<file path="src/rtl/cmp_timer16_pkg.sv">
package cmp_timer16_pkg;
    localparam int DATA_W = 8;
    localparam int CNT_W  = 2 * DATA_W;
    localparam int N_TAPS = 4;
    localparam int SEL_W  = 3;
    localparam int ADDR_W = 2;

    localparam logic [ADDR_W-1:0] A_CMP_LO = 2'd0;
    localparam logic [ADDR_W-1:0] A_CMP_HI = 2'd1;
    localparam logic [ADDR_W-1:0] A_CTRL   = 2'd2;

    localparam logic [SEL_W-1:0] SRC_SLOW = 3'd4;
    localparam logic [SEL_W-1:0] SRC_FAST = 3'd5;
    localparam logic [SEL_W-1:0] SRC_PIN  = 3'd6;
endpackage

</file>
<file path="src/rtl/cmp_timer16_pinsync.sv">
module cmp_timer16_pinsync #(
    parameter int STAGES = 2
) (
    input  logic clk,
    input  logic rst_n,
    input  logic pin,
    output logic lvl,
    output logic rise
);
    typedef struct packed {
        logic [STAGES-1:0] sync;
        logic              prev;
    } st_t;

    st_t d, q;

    always_comb begin
        d      = q;
        d.sync = {q.sync[STAGES-2:0], pin};
        d.prev = q.sync[STAGES-1];
    end

    always_ff @(posedge clk) begin
        if (!rst_n) q <= '0;
        else        q <= d;
    end

    assign lvl  = q.sync[STAGES-1];
    assign rise = q.sync[STAGES-1] & ~q.prev;
endmodule

</file>
<file path="src/rtl/cmp_timer16_srcsel.sv">
module cmp_timer16_srcsel
    import cmp_timer16_pkg::*;
#(
    parameter int TAPS = N_TAPS,
    parameter int SW   = SEL_W
) (
    input  logic [SW-1:0]   sel,
    input  logic            window,
    input  logic [TAPS-1:0] tap_en,
    input  logic            slow_en,
    input  logic            pin_lvl,
    input  logic            pin_rise,
    output logic            cnt_en
);
    logic internal_en;

    always_comb begin
        internal_en = 1'b0;
        for (int i = 0; i < TAPS; i++) begin
            if (sel == SW'(i)) internal_en = tap_en[i];
        end
        if (sel == SRC_SLOW) internal_en = slow_en;
        if (sel == SRC_FAST) internal_en = 1'b1;
        if (window)
            cnt_en = internal_en & pin_lvl;
        else if (sel == SRC_PIN)
            cnt_en = pin_rise;
        else
            cnt_en = internal_en;
    end
endmodule

</file>
<file path="src/rtl/cmp_timer16_cmpbuf.sv">
module cmp_timer16_cmpbuf #(
    parameter int BW = 8,
    parameter int CW = 2 * BW
) (
    input  logic          clk,
    input  logic          rst_n,
    input  logic          wr_lo,
    input  logic          wr_hi,
    input  logic [BW-1:0] wdata,
    output logic [CW-1:0] active
);
    logic          armed_d, armed_q;
    logic [BW-1:0] stage_d, stage_q;
    logic [CW-1:0] act_d, act_q;

    always_comb begin
        armed_d = armed_q;
        stage_d = stage_q;
        act_d   = act_q;
        if (wr_lo) begin
            stage_d = wdata;
            armed_d = 1'b1;
        end else if (wr_hi && armed_q) begin
            act_d   = {wdata, stage_q};
            armed_d = 1'b0;
        end
    end

    always_ff @(posedge clk) begin
        if (!rst_n) armed_q <= 1'b0;
        else        armed_q <= armed_d;
    end

    always_ff @(posedge clk) begin
        stage_q <= stage_d;
        act_q   <= act_d;
    end

    assign active = act_q;
endmodule

</file>
<file path="src/rtl/cmp_timer16.sv">
module cmp_timer16
    import cmp_timer16_pkg::*;
#(
    parameter int BW     = DATA_W,
    parameter int CW     = CNT_W,
    parameter int TAPS   = N_TAPS,
    parameter int SW     = SEL_W,
    parameter int AW     = ADDR_W,
    parameter int STAGES = 2
) (
    input  logic            clk,
    input  logic            rst_n,
    input  logic            bus_wr,
    input  logic [AW-1:0]   bus_addr,
    input  logic [BW-1:0]   bus_wdata,
    output logic [BW-1:0]   bus_rdata,
    input  logic [TAPS-1:0] tap_en,
    input  logic            slow_en,
    input  logic            ext_pin,
    input  logic            stop_req,
    output logic            irq
);
    localparam int MIN_CMP = 2;
    localparam int PAD_W   = BW - SW - 2;

    typedef struct packed {
        logic          start;
        logic          mode;
        logic [SW-1:0] sel;
        logic [CW-1:0] cnt;
        logic          irq;
    } st_t;

    st_t d, q;

    logic          pin_lvl, pin_rise, cnt_en;
    logic [CW-1:0] cmp_act;
    logic          wr_ctrl, cmp_legal;

    cmp_timer16_pinsync #(.STAGES(STAGES)) u_sync (
        .clk(clk), .rst_n(rst_n), .pin(ext_pin), .lvl(pin_lvl), .rise(pin_rise)
    );

    cmp_timer16_srcsel #(.TAPS(TAPS), .SW(SW)) u_src (
        .sel(q.sel), .window(q.mode), .tap_en(tap_en), .slow_en(slow_en),
        .pin_lvl(pin_lvl), .pin_rise(pin_rise), .cnt_en(cnt_en)
    );

    cmp_timer16_cmpbuf #(.BW(BW), .CW(CW)) u_cmp (
        .clk(clk), .rst_n(rst_n),
        .wr_lo(bus_wr && bus_addr == A_CMP_LO),
        .wr_hi(bus_wr && bus_addr == A_CMP_HI),
        .wdata(bus_wdata), .active(cmp_act)
    );

    assign wr_ctrl   = bus_wr && bus_addr == A_CTRL;
    assign cmp_legal = cmp_act >= CW'(MIN_CMP);

    always_comb begin
        d     = q;
        d.irq = 1'b0;
        if (wr_ctrl) begin
            d.start = bus_wdata[0];
            if (!q.start) begin
                d.mode = bus_wdata[1];
                d.sel  = bus_wdata[SW+1:2];
            end
        end
        if (stop_req) d.start = 1'b0;

        if (!q.start) begin
            d.cnt = '0;
        end else if (cnt_en) begin
            if (cmp_legal && q.cnt == cmp_act) begin
                d.cnt = '0;
                d.irq = 1'b1;
            end else begin
                d.cnt = q.cnt + 1'b1;
            end
        end
    end

    always_ff @(posedge clk) begin
        if (!rst_n) q <= '0;
        else        q <= d;
    end

    always_comb begin
        case (bus_addr)
            A_CMP_LO: bus_rdata = cmp_act[BW-1:0];
            A_CMP_HI: bus_rdata = cmp_act[CW-1:BW];
            A_CTRL:   bus_rdata = {{PAD_W{1'b0}}, q.sel, q.mode, q.start};
            default:  bus_rdata = '0;
        endcase
    end

    assign irq = q.irq;

    logic          start_q, mode_q;
    logic [SW-1:0] sel_q;
    logic [CW-1:0] cnt_q;
    assign start_q = q.start;
    assign mode_q  = q.mode;
    assign sel_q   = q.sel;
    assign cnt_q   = q.cnt;
endmodule

</file>
<file path="config.mk">
export PLATFORM = sky130hd
export DESIGN_NAME = cmp_timer16
export DESIGN_NICKNAME = d
export VERILOG_FILES = /design/src/rtl/cmp_timer16_pkg.sv /design/src/rtl/cmp_timer16_pinsync.sv /design/src/rtl/cmp_timer16_srcsel.sv /design/src/rtl/cmp_timer16_cmpbuf.sv /design/src/rtl/cmp_timer16.sv
export SDC_FILE = /design/constraint.sdc
export NUM_CORES = 1
export LEC_CHECK = 0
export BUFFER_PORTS_ARGS = -buffer_cell sky130_fd_sc_hd__buf_2
export CORE_MARGIN = 2
export CORE_UTILIZATION = 60
export CTS_CLUSTER_DIAMETER = 150
export DETAILED_ROUTE_END_ITERATION = 8
export GPL_TIMING_DRIVEN = 0
export HOLD_SLACK_MARGIN = 0.05
export PLACE_DENSITY = 0.82
export SLEW_MARGIN = 20
export SYNTH_ARGS = -nofsm -noshare
export SYNTH_HDL_FRONTEND = slang
export SYNTH_SLANG_ARGS = --single-unit
</file>
<file path="constraint.sdc">
create_clock -name clk -period 5 [get_ports clk]
set_input_delay 0.5 -clock clk [delete_from_list [all_inputs] [get_ports clk]]
set_output_delay 0.5 -clock clk [all_outputs]
set_load 0.05 [all_outputs]
</file>
* Word level (Yosys, flattened, before mapping) *
Cells that the tools add are included.

storage, ports and cells
  input port bits = 20
  bits in read-only memories = 0
  bits in latches = 0
  word-level logic and storage cells = 53
  bits in registers = 50
  memories kept = 0
  RAM bits = 0

cells by class
  bitwise gates (word level) = 6
  div/mod/pow operators = 0
  magnitude comparators = 1
  add/sub/neg operators = 1
  multipliers = 0
  equal/unequal tests = 9
  shifts and indexed selects = 0
  reduce and logical (&&, ||, !) cells = 13
  multiplexer cells = 13

operator list
  kind                                                   count
  one-hot mux 8 bit (3 select lines)                     1
  adder 16 x 1 -> 16 bit (second input constant)         1
  equality test 16 bit                                   1
  >= comparator 16 x 2 -> 1 bit (second input constant)  1
  two-way mux 16 bit                                     1
  two-way mux 1 bit                                      11
  equality test 3 bit (second input constant)            3
  equality test 3 x 2 -> 1 bit (second input constant)   2
  AND reduction 2 bit                                    3
  logical AND 1 bit                                      5
  inverter 1 bit                                         4
  equality test 3 x 1 -> 1 bit (second input constant)   1
  zero test 3 bit                                        1
  AND reduction 3 bit                                    1
  AND 1 bit                                              2
  equality test 2 x 1 -> 1 bit (second input constant)   1
  equality test 2 bit (second input constant)            1
  zero test 2 bit                                        1
  nonzero test 2 bit                                     1
  OR reduction 2 bit                                     1

* Longest topological paths before layout *
  depth after elaboration = 10
  mapped depth = 7
  mapped depth without buffers = 6

* Cells and area by module *
A second synthesis with hierarchy kept.

unflattened totals
  cell total of the unflattened synthesis = 201
  area total of the unflattened synthesis = 2,254.7 sq um

by module, submodules not included
  module               seq. area each (sq um)  times used  area each (sq um)  cells each
  cmp_timer16          440.4                   1           1,325.0            157
  cmp_timer16_cmpbuf   740.7                   1           764.5              28
  cmp_timer16_pinsync  60.1                    1           92.6               7
  cmp_timer16_srcsel   0.0                     1           72.6               9

* Worst setup path before layout *
OpenSTA, ideal clock, no wires.

  path type = input -> output
  start point = input port bus_addr[1]
  end point = output port bus_rdata[0]
  stages on the path = 3
  arrival time = 2,055 ps
  buffers on the path = 1
  path slack = 2,445 ps
  path through = clkbuf_1 > mux2i_1 > o21ai_0

on the way
  longest elaborated chain between the ends = 2
  elaborated cells on any way between the ends = 4
  classes of those cells = eq/ne: 2; mux: 1; reduce/logical: 1

ends and longest elaborated chain
  item                                         line               RTL
  start: declaration                           cmp_timer16.sv:14  input logic [AW-1:0] bus_addr,
  equality test 2 bit (tied with other cells)  cmp_timer16.sv:89  case (bus_addr)
  one-hot mux 8 bit (3 select lines) *         cmp_timer16.sv:89
  end: declaration                             cmp_timer16.sv:16  output logic [BW-1:0] bus_rdata,

Every way passes the cells marked *; elsewhere a longest branch is shown, timed or not.

* Worst setup path after layout *
  start point = register q (netlist bit sel_q[2])
  end point = register q (netlist bit cnt_q[1])

on the way
  longest elaborated chain between the ends = 9
  elaborated cells on any way between the ends = 16
  classes of those cells = eq/ne: 6; mux: 8; bitwise: 1; reduce/logical: 1

ends and longest elaborated chain
  item                                                   line                                                RTL
  start: declaration                                     cmp_timer16.sv:34                                   st_t d, q;
  start signal: assignment                               cmp_timer16.sv:84                                   if (!rst_n) q <= '0;
  start signal: assignment                               cmp_timer16.sv:85                                   else q <= d;
  zero test 3 bit                                        cmp_timer16_srcsel.sv:20                            if (sel == SW'(i)) internal_en = tap_en[i];
  two-way mux 1 bit (4 in a row)                         cmp_timer16_srcsel.sv:20
  two-way mux 1 bit                                      cmp_timer16_srcsel.sv:22                            if (sel == SRC_SLOW) internal_en = slow_en;
  two-way mux 1 bit                                      cmp_timer16_srcsel.sv:23                            if (sel == SRC_FAST) internal_en = 1'b1;
  two-way mux 1 bit / AND 1 bit (equally long branches)  cmp_timer16_srcsel.sv:26, cmp_timer16_srcsel.sv:25
  two-way mux 1 bit *                                    cmp_timer16_srcsel.sv:24                            if (window)

Marks and branches as above.
A chain may end at the register's enable or synchronous reset.

==> impl_metrics.py <==
metrics = {
    "sta": {
        "worst_slack_ps": 2530,
        "whs_ps": 352,
        "rsz0062_at_grt": "no",
        "min_period_ps": 2470,
        "setup_viol": 0,
        "fmax_mhz": 405,
        "tightest_slew_ps": 761,
        "period_share_pct": 49.4,
        "slew_viol_final": 0,
        "relSlewSlack_pct": 49.2,
        "final_hold_viol_count": 0,
        "fin_skew_ps": 8.42,
        "fin_tns_setup_ps": 0,
    },
    "synthesis": {
        "ys_seq_area_share_pct": 52.7,
        "syn_nets": 241,
        "synthDistinctLibCells": 37,
        "synth_top_area_share_pct": 30.6,
        "avgSynthCellArea_sq_um": 10.7,
        "synth_seq_cells": 50,
        "netlist_area_sq_um": 2360,
        "synth_area_leaders": "edfxtp_1 (31%), dfxtp_1 (22%), mux2i_1 (6.4%), xor2_1 (5.9%), or4_1 (4.1%)",
        "synth_warnings": 0,
        "synth_top_cell_by_area": "edfxtp_1",
        "syn-instance-count": 220,
    },
    "place": {
        "dpl.cell_count": 296,
        "place_hpwl_mm": 3.84,
        "place_area_sq_um": 2560,
        "place_ws_ps": 2500,
        "gp_congestion": 0.892,
        "numPortBuffers": 28,
    },
    "floorplan": {
        "coreArea_sq_um": 3720,
        "initial_core_util_pct": 63.4,
        "row_count": 22,
        "fp.dieH_microns": 66.7,
        "die_w_microns": 66.7,
        "dieArea_sq_um": 4440,
        "top_level_ports": 29,
    },
    "cells_and_area": {
        "drive_gt1_share_pct": 16.4,
        "layout.nets": 276,
        "diodes": 0,
        "area_growth_pct": 13.4,
        "final_cell_area_sq_um": 2670,
        "layout.cells.most_common_list": "buf_2 (30), dfxtp_1 (26), edfxtp_1 (24)",
        "final-instance-count-excl-fill": 304,
        "final_common_cell": "buf_2",
    },
    "global_route": {
        "grt_pass1_wl_mm": 8.57,
        "grt_max_degree": 18,
        "track_usage_pct": 26.7,
        "grt_pass1_vias": 1774,
        "antenna_found_initial": 0,
        "grt_overflow_total": 0,
    },
    "power_and_ir_drop": {
        "power_switching_uw": 191,
        "power_frac_seq_pct": 56.4,
        "clkPwrFrac_pct": 35.7,
        "internal-power_uw": 586,
        "p_leak_uw": 0.000938,
        "p_comb_share_pct": 7.8,
        "irDropWorstVdd_v": 0.000221,
        "power.density_cell_area_nw_per_um2": 291,
        "sw_frac_of_total_pct": 24.6,
    },
    "cts": {
        "clk_latency_ps": 310,
        "cts.sinks": 50,
        "post_cts_resized": 0,
        "post_cts_buffers": 0,
        "cts_buffer_depth": 2,
        "clk_pin_slew_ps": 100,
        "numCtsBuffers": 5,
        "holdBufCountCts": 0,
        "htreeDepth": 2,
        "cts_tree": "built",
        "cts_root_buf": "clkbuf_8",
    },
    "detailed_routing": {
        "dr.first_iter.drc_count": 192,
        "routedWlPerCell_microns": 17.8,
        "vias_per_cell": 6.24,
        "ant_nets": 0,
        "drt_pass1_iterations": 4,
        "wirelength_mm": 5.41,
        "drc": 0,
        "vias": 1898,
    },
    "setup_path": {
        "endpoint_kind": "flop",
        "crit_fanout": 10,
        "startpoint_type": "flop",
        "crit_family": "buffers and inverters",
        "crit_arrival_ps": 2680,
        "crit_type": "flop to flop",
        "path_buf_inv": 2,
        "cp_cell_sequence": "mux2i_1 -> a211oi_2 -> nor2_1 -> clkbuf_1 -> clkbuf_1 -> nor2_1 -> a41o_1",
        "worstPathRequired_ps": 5210,
        "slowest_delay_ps": 480,
        "slowest_stage": "dfxtp_1",
    },
    "hold_path": {
        "hold_path.class": "input pin to flop",
    },
    "flow_run": {
        "maxCapViolCount": 0,
    },
    "status": {
        "outcome": "finished, final reports clean",
    },
}
-- cells by family after synthesis --
family	share of synthesized area, %
multiplexers	6.37
flip-flops	52.7
AO/OA/AOI/OAI	12.4
AND/OR/NAND/NOR	19.8
XOR/XNOR	5.95
buffers and inverters	2.34
adder cells (fa/ha/maj)	0.531
-- routing by layer --
| metal | wire (microns) | vias to the layer above | global-route usage (%) |
|---|---|---|---|
| li1 | - | 906 | - |
| met1 | 2340 | 919 | 32.9 |
| met2 | 2680 | 66 | 45.6 |
| met3 | 302 | 7 | 5.74 |
| met4 | 89 | 0 | 10.2 |
| met5 | 0 | - | 0 |
-- cell type report --
class                           instances  area (sq um)
Clock inverter                          2          18.8
Multi-Input combinational cell        156          1060
Inverter                                5          18.8
Tap cell                               48          60.1
Timing Repair Buffer                   28           140
Sequential cell                        50          1240
Fill cell                             289          1040
Buffer                                  9          36.3
Clock buffer                            6          93.8
-- Yosys cell counts, drive strengths merged --
| library cell | number |
|---|---|
| a211oi | 1 |
| a21oi | 16 |
| a41o | 1 |
| and2 | 4 |
| and3b | 1 |
| and4 | 1 |
| buf | 2 |
| clkbuf | 7 |
| dfxtp | 26 |
| edfxtp | 24 |
| ha | 1 |
| inv | 5 |
| mux2i | 15 |
| nand2 | 12 |
| nand2b | 2 |
| nand3 | 6 |
| nand3b | 1 |
| nand4 | 6 |
| nor2 | 11 |
| nor2b | 6 |
| nor3 | 2 |
| nor3b | 2 |
| nor4 | 8 |
| nor4bb | 1 |
| o2111ai | 1 |
| o211a | 1 |
| o21ai | 8 |
| o22ai | 1 |
| o2bb2ai | 1 |
| o31ai | 12 |
| o41ai | 2 |
| or2 | 1 |
| or3 | 2 |
| or4 | 13 |
| or4b | 1 |
| xor2 | 16 |
-- worst register-to-register path: cells and delay by family, from the launching register on --
family / cells / cell delay, ps
AND/OR/NAND/NOR: 2 / 420
multiplexers: 1 / 250
flip-flops: 1 / 480
buffers and inverters: 2 / 880
AO/OA/AOI/OAI: 2 / 340
-- path summary, 6_finish.rpt --
kind                              startpoint                        end  slack [ps]  cells after the start
setup / recovery       sel_q[2]$_SDFFE_PN0P_      cnt_q[1]$_SDFFE_PN0P_        2530                      7
hold / removal                      stop_req       start_q$_SDFFE_PP0P_         350                      2
setup reg to reg       sel_q[2]$_SDFFE_PN0P_      cnt_q[1]$_SDFFE_PN0P_        2530                      7
hold reg to reg   u_cmp.stage_q[7]$_DFFE_PP_  u_cmp.active[7]$_DFFE_PP_         430                      0
-- per-stage QoR --
step | total power (uW) | utilization [%]
floorplan | 485 | -
global placement | 506 | 68.8
detailed placement | 508 | 68.9
CTS | 781 | 71.9
global route | 804 | 71.9
finish | 778 | 71.9
-- sequential cells by signal, indices dropped and copies added (netlist names), 3 cells and up --
name and count:
sel_q 3, cnt_q 16, u_cmp.stage_q 8, u_cmp.active 16
-- power by group through the flow --
stage / Sequential (uW) / Clock (uW) / Combinational, uW
2_1_floorplan: 447 / 0 / 38.4
3_3_place_gp: 448 / 0 / 57.7
3_5_place_dp: 448 / 0 / 59.7
4_1_cts: 439 / 282 / 60.4
5_1_grt: 440 / 299 / 65.1
6_report: 439 / 278 / 60.7
Note: power is estimated with default switching activity, not from simulation.
